File: src/rtl/tim_chan_pkg.sv
package tim_chan_pkg;
  localparam logic SEL_HI = 1'b0;
  localparam logic SEL_LO = 1'b1;

  typedef enum logic [1:0] {
    EDGE_NONE = 2'b00,
    EDGE_RISE = 2'b01,
    EDGE_FALL = 2'b10,
    EDGE_BOTH = 2'b11
  } edge_sel_e;

  localparam logic [1:0] MODE_CAPTURE = 2'b00;
endpackage

File: src/rtl/tim_chan_sync.sv
module tim_chan_sync
  import tim_chan_pkg::*;
#(
  parameter int unsigned STAGES = 2
) (
  input  logic       clk_i,
  input  logic       rst_ni,
  input  logic       pin_i,
  input  logic [1:0] edge_sel_i,
  output logic       hit_o
);
  localparam int unsigned LAST = STAGES;

  // sh_q[STAGES-1] is the synced level, sh_q[LAST] the previous one
  logic [LAST:0] sh_q;

  always_ff @(posedge clk_i or negedge rst_ni) begin
    if (!rst_ni) sh_q <= '0;
    else         sh_q <= {sh_q[LAST-1:0], pin_i};
  end

  logic rise, fall;
  assign rise = sh_q[LAST-1] & ~sh_q[LAST];
  assign fall = ~sh_q[LAST-1] & sh_q[LAST];

  always_comb begin
    unique case (edge_sel_e'(edge_sel_i))
      EDGE_RISE: hit_o = rise;
      EDGE_FALL: hit_o = fall;
      EDGE_BOTH: hit_o = rise | fall;
      default:   hit_o = 1'b0;
    endcase
  end
endmodule

File: src/rtl/tim_chan_regs.sv
module tim_chan_regs
  import tim_chan_pkg::*;
#(
  parameter int unsigned CNT_W = 16,
  parameter int unsigned BUS_W = CNT_W / 2
) (
  input  logic             clk_i,
  input  logic             rst_ni,
  input  logic             cap_mode_i,
  input  logic             cap_hit_i,
  input  logic [CNT_W-1:0] cnt_i,
  input  logic             flag_clr_i,
  input  logic             wr_i,
  input  logic             rd_i,
  input  logic             addr_i,
  input  logic [BUS_W-1:0] wdata_i,
  output logic [BUS_W-1:0] rdata_o,
  output logic [CNT_W-1:0] ch_o,
  output logic             cmp_blk_o,
  output logic             flag_o
);
  logic [CNT_W-1:0] ch_q;
  logic rd_lock_q, wr_lock_q, flag_q;

  logic rd_hi, rd_lo, wr_hi, wr_lo;
  assign rd_hi = rd_i & (addr_i == SEL_HI);
  assign rd_lo = rd_i & (addr_i == SEL_LO);
  assign wr_hi = wr_i & (addr_i == SEL_HI);
  assign wr_lo = wr_i & (addr_i == SEL_LO);

  logic cap_blk, cap_ok;
  assign cap_blk = rd_lock_q | rd_hi;
  assign cap_ok  = cap_mode_i & cap_hit_i & ~cap_blk & ~wr_i;

  // contents undefined after reset by intent
  always_ff @(posedge clk_i) begin
    if (wr_hi)       ch_q[CNT_W-1:BUS_W] <= wdata_i;
    else if (wr_lo)  ch_q[BUS_W-1:0]     <= wdata_i;
    else if (cap_ok) ch_q                <= cnt_i;
  end

  always_ff @(posedge clk_i or negedge rst_ni) begin
    if (!rst_ni) begin
      rd_lock_q <= 1'b0;
      wr_lock_q <= 1'b0;
      flag_q    <= 1'b0;
    end else begin
      if (cap_mode_i && rd_hi)      rd_lock_q <= 1'b1;
      else if (rd_lo)               rd_lock_q <= 1'b0;
      if (!cap_mode_i && wr_hi)     wr_lock_q <= 1'b1;
      else if (wr_lo)               wr_lock_q <= 1'b0;
      if (cap_ok)                   flag_q    <= 1'b1;
      else if (flag_clr_i)          flag_q    <= 1'b0;
    end
  end

  assign rdata_o   = (addr_i == SEL_HI) ? ch_q[CNT_W-1:BUS_W] : ch_q[BUS_W-1:0];
  assign ch_o      = ch_q;
  assign cmp_blk_o = ~cap_mode_i & (wr_lock_q | wr_hi);
  assign flag_o    = flag_q;

  assert_cap_load_R1: assert property (@(posedge clk_i) disable iff (!rst_ni)
    cap_ok |=> ch_q == $past(cnt_i));
  assert_flag_set_R2: assert property (@(posedge clk_i) disable iff (!rst_ni)
    cap_ok |=> flag_o);
  assert_cap_frozen_R3: assert property (@(posedge clk_i) disable iff (!rst_ni)
    (rd_lock_q && !wr_i) |=> $stable(ch_q));
  assert_lock_rd_R3: assert property (@(posedge clk_i) disable iff (!rst_ni)
    (cap_mode_i && rd_hi) |=> rd_lock_q);
  assert_lock_wr_R5: assert property (@(posedge clk_i) disable iff (!rst_ni)
    (!cap_mode_i && wr_hi) |=> cmp_blk_o || cap_mode_i);
endmodule

File: src/rtl/tim_chan_out.sv
module tim_chan_out #(
  parameter int unsigned CNT_W = 16
) (
  input  logic             clk_i,
  input  logic             rst_ni,
  input  logic             cmp_mode_i,
  input  logic             tov_en_i,
  input  logic             max_i,
  input  logic             pol_i,
  input  logic             ovf_i,
  input  logic [CNT_W-1:0] cnt_i,
  input  logic [CNT_W-1:0] ch_i,
  input  logic             cmp_blk_i,
  output logic             pwm_o
);
  logic act_q, max_q, match;
  assign match = cmp_mode_i & ~cmp_blk_i & (cnt_i == ch_i);

  always_ff @(posedge clk_i or negedge rst_ni) begin
    if (!rst_ni) begin
      act_q <= 1'b0;
      max_q <= 1'b0;
    end else if (cmp_mode_i) begin
      if (tov_en_i) begin
        if (ovf_i) begin
          act_q <= 1'b1;
          max_q <= max_i;          // period boundary: take new force-max
        end else if (match && !max_q) begin
          act_q <= 1'b0;
        end
      end else if (match) begin
        act_q <= ~act_q;
      end
    end
  end

  assign pwm_o = act_q ? pol_i : ~pol_i;

  assert_toggle_R4: assert property (@(posedge clk_i) disable iff (!rst_ni)
    (cmp_mode_i && !tov_en_i && match) |=> act_q != $past(act_q));
  assert_cmp_blocked_R5: assert property (@(posedge clk_i) disable iff (!rst_ni)
    (cmp_mode_i && !tov_en_i && cmp_blk_i) |=> $stable(act_q));
  assert_ovf_wins_R6: assert property (@(posedge clk_i) disable iff (!rst_ni)
    (cmp_mode_i && tov_en_i && ovf_i) |=> act_q);
  assert_max_hold_R7: assert property (@(posedge clk_i) disable iff (!rst_ni)
    (cmp_mode_i && tov_en_i && max_q && act_q) |=> act_q);
endmodule

File: src/rtl/tim_chan.sv
module tim_chan
  import tim_chan_pkg::*;
#(
  parameter int unsigned CNT_W  = 16,
  parameter int unsigned SYNC_N = 2,
  parameter int unsigned BUS_W  = CNT_W / 2
) (
  input  logic             clk_i,
  input  logic             rst_ni,
  input  logic [CNT_W-1:0] cnt_i,
  input  logic             ovf_i,
  input  logic [1:0]       mode_i,
  input  logic [1:0]       edge_sel_i,
  input  logic             tov_en_i,
  input  logic             max_i,
  input  logic             pol_i,
  input  logic             pin_i,
  input  logic             flag_clr_i,
  input  logic             wr_i,
  input  logic             rd_i,
  input  logic             addr_i,
  input  logic [BUS_W-1:0] wdata_i,
  output logic [BUS_W-1:0] rdata_o,
  output logic             flag_o,
  output logic             pwm_o
);
  logic cap_mode, cap_hit, cmp_blk;
  logic [CNT_W-1:0] ch;

  assign cap_mode = (mode_i == MODE_CAPTURE);

  tim_chan_sync #(.STAGES(SYNC_N)) u_sync (
    .clk_i, .rst_ni, .pin_i, .edge_sel_i, .hit_o(cap_hit)
  );

  tim_chan_regs #(.CNT_W(CNT_W), .BUS_W(BUS_W)) u_regs (
    .clk_i, .rst_ni, .cap_mode_i(cap_mode), .cap_hit_i(cap_hit), .cnt_i,
    .flag_clr_i, .wr_i, .rd_i, .addr_i, .wdata_i, .rdata_o,
    .ch_o(ch), .cmp_blk_o(cmp_blk), .flag_o
  );

  tim_chan_out #(.CNT_W(CNT_W)) u_out (
    .clk_i, .rst_ni, .cmp_mode_i(~cap_mode), .tov_en_i, .max_i, .pol_i,
    .ovf_i, .cnt_i, .ch_i(ch), .cmp_blk_i(cmp_blk), .pwm_o
  );
endmodule

File: config.mk
export PLATFORM = sky130hd
export DESIGN_NAME = tim_chan
export DESIGN_NICKNAME = d
export VERILOG_FILES = /design/src/rtl/tim_chan_pkg.sv /design/src/rtl/tim_chan_sync.sv /design/src/rtl/tim_chan_regs.sv /design/src/rtl/tim_chan_out.sv /design/src/rtl/tim_chan.sv
export SDC_FILE = /design/constraint.sdc
export NUM_CORES = 1
export LEC_CHECK = 0
export BUFFER_PORTS_ARGS = -buffer_cell sky130_fd_sc_hd__buf_2
export CORE_MARGIN = 1
export CORE_UTILIZATION = 40
export CTS_BUF_LIST = sky130_fd_sc_hd__clkbuf_16
export DETAILED_ROUTE_END_ITERATION = 12
export HOLD_SLACK_MARGIN = 0.12
export PLACE_DENSITY = 0.75
export SYNTH_ARGS = -nofsm -noshare
export SYNTH_HDL_FRONTEND = slang
export SYNTH_SLANG_ARGS = --single-unit
File: constraint.sdc
create_clock -name clk_i -period 2.79 [get_ports clk_i]
set_input_delay 0.558 -clock clk_i [delete_from_list [all_inputs] [get_ports clk_i]]
set_output_delay 0.558 -clock clk_i [all_outputs]
set_load 0.03 [all_outputs]
==> run_results.csv <==
group,metric,value,unit
synthesis,avgSynthCellArea,13.2,um2
timing,skew,1.52,ps
finish,nets,192,
finish,fin_util,54.4,%
outcome,outcome,"finished, final reports clean",
global_routing,grt_pass1_vias,979,
pwr,ir_worst_vdd,0.205,mV
pwr,power,884,uW
worst_hold_path,holdCritPathClass,"primary input to asynchronous set/reset pin",
die,start_util,42.6,%
routing,drt_wl_total,2630,um
cts,h-tree-depth,1,
pwr,pwr-share-seq,47.5,%
die,core_area,3100,um2
pwr,internal_power,671,uW
synthesis,synth_seq_area_share,51.5,%
worst_setup_path,worstPathCellList,"buf_2 -> mux2_2 -> buf_2",
cts,cts_resized,0,
worst_setup_path,endpoint,"rdata_o[0]",
synthesis,synth_edf_count,16,
cts,root_buffer,"clkbuf_16",
timing,slew_headroom,65.6,%
synthesis,synthArstFlopShare,33.3,%
synthesis,synth_seq_cells,24,
global_routing,grt_max_degree,14,
run,maxCapViolCount,0,
worst_setup_path,r2r_cells,5,
finish,drive_gt1_share,53.3,%
worst_setup_path,cp_max_fo,13,
worst_setup_path,crit_required,2230,ps
place,place_congestion,0.784,
cts,clock_latency,260,ps
die,die_width,59.5,um
die,die_h,59.5,um
die,die_area,3540,um2
timing,fmax,0.517,GHz
timing,layout_worst_path_cycle_share,69.3,%
worst_setup_path,path_common_cell,"buf_2",
global_routing,antenna_found_initial,0,
timing,report.final.slew_viol_count,0,
synthesis,synth_warnings,0,
synthesis,netlist_area,1320,um2
routing,vias_per_cell,4.95,
cts,cts_num_sinks,24,
routing,drt_iter0_drc,21,
routing,vias,961,
pwr,swShare,24.1,%
timing,hold_violations,0,
routing,route.antenna.remaining_nets,0,
worst_setup_path,cp-startpoint,"addr_i",
global_routing,grt_util_all_layers,16.5,%
cts,cts_tree,"done",
cts,clk_pin_slew,60,ps
synthesis,synth_cell_types,24,
timing,setup_viol,0,
synthesis,ys.flop_type,"edfxtp_1",
pwr,leakage,0.000717,uW
die,fp-row-count,20,
die,num_io_pins,49,
pwr,clkPwrFrac,35.0,%
worst_setup_path,worstSetupEndpointType,"output port",
worst_setup_path,crit_type,"primary input to output port",
pwr,p_comb_share,17.5,%
cts,hold_buffers,0,
synthesis,syn-num-nets,141,
cts,post-cts-setup-buffers,0,
worst_setup_path,cp_slowest_cell,"mux2_2",
timing,rsz0062_at_grt,"no",
worst_setup_path,slowest_delay,380,ps
worst_setup_path,r2r-end,"u_regs.ch_o[1]",
place,dpl.hpwl,2080,um
worst_setup_path,ff2ff_setup_slack,1050,ps
worst_setup_path,critPathArrivalTime,1370,ps
routing,post_drt_wl_per_cell,13.5,um
cts,cts_buffer_depth,2,
routing,route.detailed.drc,0,
finish,area.growth.synth_to_final,27.6,%
pwr,power.density,524,nW/um2
pwr,power.net_switching,213,uW
worst_setup_path,start_kind,"primary input",
place,io_buffers,48,
timing,period_minus_slack,1930,ps
timing,worst-slew-pin-transition,516,ps
finish,diodes,0,
routing,firstDrtPassIters,4,
global_routing,overflow,0,
worst_setup_path,r2r_start,"u_sync.sh_q[1]",
global_routing,grt_pass1_wl,4160,um
timing,fin_tns_setup,0,ps
cts,cts_buffers,3,
synthesis,syn_inst,100,
## synth_stat cells (2+ instances only)
| master | number | area share [%] |
|---|---|---|
| nor4_2 | 3 | 2.8 |
| edfxtp_1 | 16 | 36 |
| nand2_1 | 3 | 0.85 |
| a21oi_1 | 6 | 2.3 |
| dfrtp_1 | 8 | 15 |
| inv_1 | 3 | 0.85 |
| mux2_2 | 25 | 21 |
| ha_1 | 2 | 1.9 |
| o21ai_0 | 2 | 0.76 |
| xor2_1 | 16 | 11 |
| nand3_1 | 3 | 1.1 |
## final cells by class
class | instances | area (um2)
fillers | 308 | 1420
flip-flops and latches | 24 | 681
multi-input cells | 71 | 622
repair buffers | 48 | 240
clock buffers | 3 | 75.1
well taps | 44 | 55.1
inverters | 3 | 11.3
clock inverters | 1 | 3.75
## stage by stage
| step | setup WS (ps) | area, um2 | instances | hold slack, ps |
|---|---|---|---|---|
| after detailed placement | 726 | 1610 | 190 | 346 |
| after floorplan | 913 | 1320 | 100 | 262 |
| after global placement | 758 | 1610 | 190 | 338 |
| after global routing | 834 | 1690 | 194 | 140 |
| final | 857 | 1690 | 194 | 130 |
| after CTS | 859 | 1690 | 194 | 131 |
## per-layer routing
layer | part of all wire, % | vias up | track usage, %
met1 | 44 | 447 | 19.1
met2 | 48 | 37 | 29.4
met5 | 0 | - | 0
met4 | 1.4 | 0 | 5.98
met3 | 6.0 | 5 | 3.93
li1 | - | 472 | -
## cells in the final DEF, fill, tap and decap left out
cell | netlist | routed
clkbuf_16 | 0 | 3
mux2_2 | 25 | 25
buf_2 | 1 | 48
o21ai_0 | 2 | 2
nand4_1 | 1 | 1
nor2b_1 | 1 | 1
nor3_1 | 1 | 1
clkinv_1 | 0 | 1
xor2_1 | 16 | 16
or4_1 | 1 | 1
nand2b_1 | 1 | 1
o2111ai_1 | 1 | 1
nor2_1 | 1 | 1
nand3_1 | 3 | 3
nand2_1 | 3 | 3
inv_1 | 3 | 3
xnor2_1 | 1 | 1
ha_1 | 2 | 2
or2_2 | 1 | 1
edfxtp_1 | 16 | 16
nor4_1 | 1 | 1
a31oi_1 | 1 | 1
dfrtp_1 | 8 | 8
nor4_2 | 3 | 3
a21oi_1 | 6 | 6
## worst max-delay path: cells and delay by family
| kind | cells | cell delay [ps] |
|---|---|---|
| buffers and inverters | 2 | 440 |
| multiplexers | 1 | 380 |
## power by group through the flow
stage	clock (uW)	combinational (uW)	sequential [uW]
5_1_grt	331	168	423
2_1_floorplan	0	95.3	425
3_3_place_gp	0	153	426
4_1_cts	317	156	420
3_5_place_dp	0	156	428
6_report	309	155	420
## flip-flops by register name, summed over array words and instances (netlist names)
register and flops:
u_regs.flag_o 1, u_out.max_q 1, u_out.act_q 1, u_regs.rd_lock_q 1, u_regs.ch_o 16, u_regs.wr_lock_q 1, u_sync.sh_q 3
## kinds of logic after synthesis
logic type	share of synthesized area (%)
DFF	51.5
xor gates and xnor gates	11.3
muxes	21.3
and+or+nand+nor	8.42
AOI/OAI and AO/OA	4.16
adders and majority gates	1.89
buffers and inverters	1.51
## worst min path at each step
stage / endpoint / cells past startpoint
6_report: u_regs.rd_lock_q / 1
5_1_grt: u_regs.wr_lock_q / 1
4_1_cts: u_regs.flag_o / 1
3_5_place_dp: u_sync.sh_q[1] / 0
3_3_place_gp: u_sync.sh_q[1] / 0
2_1_floorplan: u_out.act_q / 0
Note: power is estimated with default switching activity, not from simulation.
